### config.mk
export PLATFORM = sky130hd
export DESIGN_NAME = burst_seq_top
export DESIGN_NICKNAME = d
export VERILOG_FILES = /design/src/rtl/burst_seq_pkg.sv /design/src/rtl/burst_beat_ctr.sv /design/src/rtl/burst_order_map.sv /design/src/rtl/burst_upper_hold.sv /design/src/rtl/burst_seq_top.sv
export SDC_FILE = /design/constraint.sdc
export NUM_CORES = 1
export LEC_CHECK = 0
export CAP_MARGIN = 15
export CORE_AREA = 2 2 69 71
export CTS_CLUSTER_DIAMETER = 120
export CTS_CLUSTER_SIZE = 14
export DETAILED_ROUTE_END_ITERATION = 10
export DIE_AREA = 0 0 71 73
export DONT_BUFFER_PORTS = 1
export PLACE_DENSITY = 0.53
export SLEW_MARGIN = 20
export SYNTH_ARGS = -nofsm -noshare
export SYNTH_HDL_FRONTEND = slang
export SYNTH_SLANG_ARGS = --single-unit
### constraint.sdc
create_clock -name clk -period 2.9 [get_ports clk]
set_input_delay 0.87 -clock clk [delete_from_list [all_inputs] [get_ports clk]]
set_output_delay 0.87 -clock clk [all_outputs]
set_load 0.02 [all_outputs]
### src/rtl/burst_seq_pkg.sv
package burst_seq_pkg;
    localparam int BEAT_W = 2;

    typedef enum logic {
        ORD_LINEAR     = 1'b0,
        ORD_INTERLEAVE = 1'b1
    } order_e;

    typedef struct packed {
        logic [BEAT_W-1:0] base;
        logic [BEAT_W-1:0] idx;
        order_e            mode;
    } beat_state_t;
endpackage

### src/rtl/burst_beat_ctr.sv
module burst_beat_ctr
    import burst_seq_pkg::*;
(
    input  logic              clk,
    input  logic              rst,
    input  logic              load_i,
    input  logic              adv_i,
    input  logic              order_sel_i,
    input  logic [BEAT_W-1:0] start_low_i,
    output beat_state_t       state_o
);
    beat_state_t st_d, st_q;

    always_comb begin
        st_d = st_q;
        if (load_i) begin
            // load wins over a same-cycle advance
            st_d.base = start_low_i;
            st_d.idx  = '0;
            st_d.mode = order_e'(order_sel_i);
        end else if (adv_i) begin
            st_d.idx = st_q.idx + 1'b1;
        end
    end

    always_ff @(posedge clk) begin
        if (rst) st_q <= '0;
        else     st_q <= st_d;
    end

    assign state_o = st_q;
endmodule

### src/rtl/burst_order_map.sv
module burst_order_map
    import burst_seq_pkg::*;
(
    input  beat_state_t       state_i,
    output logic [BEAT_W-1:0] low_o,
    output logic              last_o
);
    always_comb begin
        unique case (state_i.mode)
            ORD_LINEAR:     low_o = state_i.base + state_i.idx;
            ORD_INTERLEAVE: low_o = state_i.base ^ state_i.idx;
            default:        low_o = state_i.base;
        endcase
        last_o = &state_i.idx;
    end
endmodule

### src/rtl/burst_upper_hold.sv
module burst_upper_hold #(
    parameter int UP_W = 30
) (
    input  logic            clk,
    input  logic            rst,
    input  logic            load_i,
    input  logic [UP_W-1:0] upper_i,
    output logic [UP_W-1:0] upper_o
);
    logic [UP_W-1:0] up_d, up_q;

    always_comb begin
        up_d = up_q;
        if (load_i) up_d = upper_i;
    end

    always_ff @(posedge clk) begin
        if (rst) up_q <= '0;
        else     up_q <= up_d;
    end

    assign upper_o = up_q;
endmodule

### src/rtl/burst_seq_top.sv
module burst_seq_top
    import burst_seq_pkg::*;
#(
    parameter int ADDR_W = 32
) (
    input  logic              clk,
    input  logic              rst,
    input  logic              load,
    input  logic              advance,
    input  logic              order_sel,
    input  logic [ADDR_W-1:0] start_addr,
    output logic [ADDR_W-1:0] burst_addr,
    output logic              last_beat
);
    localparam int UP_W = ADDR_W - BEAT_W;

    beat_state_t       beat_state;
    logic [BEAT_W-1:0] low_addr;
    logic [UP_W-1:0]   up_addr;

    burst_beat_ctr u_ctr (
        .clk         (clk),
        .rst         (rst),
        .load_i      (load),
        .adv_i       (advance),
        .order_sel_i (order_sel),
        .start_low_i (start_addr[BEAT_W-1:0]),
        .state_o     (beat_state)
    );

    burst_order_map u_map (
        .state_i (beat_state),
        .low_o   (low_addr),
        .last_o  (last_beat)
    );

    burst_upper_hold #(.UP_W(UP_W)) u_up (
        .clk     (clk),
        .rst     (rst),
        .load_i  (load),
        .upper_i (start_addr[ADDR_W-1:BEAT_W]),
        .upper_o (up_addr)
    );

    assign burst_addr = {up_addr, low_addr};
endmodule

==> out/metrics.yaml <==
status: "completed"
grt_pass1_wl_microns: 3636
die_h_microns: 73
relSlewSlack: 0.6464
rsz0062_at_grt: "no"
hold_path.class: "flop to flop"
ys_warn_count: 0
grt_util_met3: 0.06492
grt_antenna_before_repair: 0
hold_buffers: 0
hold_slack_ns: 0.4994
drv_slew: 0
synth_top_cell_area_share: 0.5293
cts_inserted_buffers: 5
n_antenna_cell: 0
arrival_ns: 1.40
overflow: 0
start_util: 0.2919
cp-start-kind: "flop"
core_sq_um: 4536
synth.most_common_cell: "dfxtp_1"
clock-skew-final_ns: 0.004768
drive_gt1_frac: 0.05085
yosysTopAreaCell: "dfxtp_1"
grt_pass1_vias: 795
num_rows: 25
period_minus_slack_ns: 2.266
clock-root-buffer: "clkbuf_8"
synth_edf_count: 0
ctsHtreeMaxLevel: 2
drt_iter0_drc: 17
path_clk_slew_ns: 0.07
max_cap_violations: 0
avgSynthCellArea_sq_um: 11.22
place.gp.congestion: 0.6652
grt_max_degree: 36
tightest_slew_ns: 0.5266
critical_path_class: "flop to output pin"
fin_ws_ns: 0.6345
grt.busiest_layer: "met2"
grt_use_met2: 0.1589
power_leakage_uw: 0.0006215
syn_to_final_growth_pct: 4.347
postLayoutCellArea_sq_um: 1381
clockBufferDepth: 2
synth-seq-area-share: 0.5293
cts_tree: "built"
cts_setup_buffers: 0
routedWlPerCell_microns: 13.93
placed_cell_area_sq_um: 1300
endpoint_kind: "output pin"
final.setup.tns_ns: 0
yosys-top-cells-area: "dfxtp_1, mux2i_1, nor2_1, buf_12, xnor2_1"
powerDensity_nw_per_um2: 678.8
synth_commonest_cells: "dfxtp_1, mux2i_1, nor2_1"
dp_hpwl_microns: 1727
synth_ff_type: "dfxtp_1"
clk-insertion-delay-late_ns: 0.28
async_flop_share: 0
nets: 156
drc: 0
port_buffers: 0
num_vias: 799
syn_inst: 118
use_met1: 0.08913
peakVddDrop_uv: 191.4
grt_use_total: 0.09648
place_inst: 164
finalNonFillerCells: 172
postRouteAntennaNets: 0
dp_slack_ns: 0.9331
ys_types: 11
fmax_mhz: 441.4
setup_viol: 0
die_w_microns: 71
vias_per_cell: 4.645
dr.pass1.iters: 3
ios: 70
hold_viol_final: 0
required_ns: 2.03
cp_max_fo: 3
netlist_area_sq_um: 1324
synth_nets: 157
dieArea_sq_um: 5183
clock-sinks: 35
ys_seq_elements: 35
min_period_over_period: 0.7812
routed_wirelength_microns: 2396
ctsResizeCount: 0
[routing by layer]
layer / vias to the layer above / part of all wire / wire (microns)
met5: - / 0 / 0
met4: 0 / 0.022 / 53
met3: 6 / 0.13 / 315
met2: 43 / 0.48 / 1157
met1: 366 / 0.36 / 870
li1: 384 / - / -
[worst max-delay path, stage by stage, from the launching register on]
cell and delay (ns):
dfxtp_1 0.34, ha_1 0.21, nor2b_1 0.14, xnor2_1 0.43
[logic make-up after synthesis]
| logic type | after synthesis | share of synthesized area |
|---|---|---|
| XOR/XNOR | 3 | 0.01985 |
| adder cells (fa/ha/maj) | 2 | 0.01890 |
| AND/OR/NAND/NOR | 36 | 0.1059 |
| flip-flops | 35 | 0.5293 |
| multiplexers | 34 | 0.2571 |
| buffers and inverters | 8 | 0.06899 |
[where the power goes]
group	internal, uW	switching [uW]
registers	509	47.6
clock network	168	159
logic	32.1	21.1
total	710	228
[path summary, 6_finish.rpt]
kind                                       start                to  slack, ns  depth (start not counted)
worst min register to register  u_ctr.state_o[3]  u_ctr.state_o[3]       0.50                          2
worst max-delay path            u_ctr.state_o[1]     burst_addr[1]       0.63                          3
worst max register to register  u_ctr.state_o[1]  u_ctr.state_o[2]       1.97                          3
worst min-delay path            u_ctr.state_o[3]  u_ctr.state_o[3]       0.50                          2
[cell type report]
| class | instances | area (sq um) |
|---|---|---|
| Fill cell | 472 | 3154 |
| Clock buffer | 7 | 76.32 |
| Clock inverter | 1 | 5.005 |
| Sequential cell | 35 | 700.7 |
| Tap cell | 54 | 67.56 |
| Multi-Input combinational cell | 75 | 531.8 |
[layout by cell type (no fill, tap or decap)]
cell type,instances
clkbuf_8,5
nor2b_1,1
ha_1,2
clkinv_2,1
dfxtp_1,35
nor2_1,33
mux2i_1,34
clkbuf_1,2
xnor2_1,3
nor3_1,2
[registers in the layout, indices dropped and copies added (netlist names)]
name and flops:
u_up.upper_o 30, u_ctr.state_o 5
[metrics by stage]
stage,power (uW),utilization
after floorplan,637.8,-
after global placement,618.5,0.2866
after detailed placement,622.6,0.2866
after CTS,960.6,0.3046
after global routing,989.3,0.3046
final,937.7,0.3046
No activity file was read; power rests on OpenSTA's default activity.
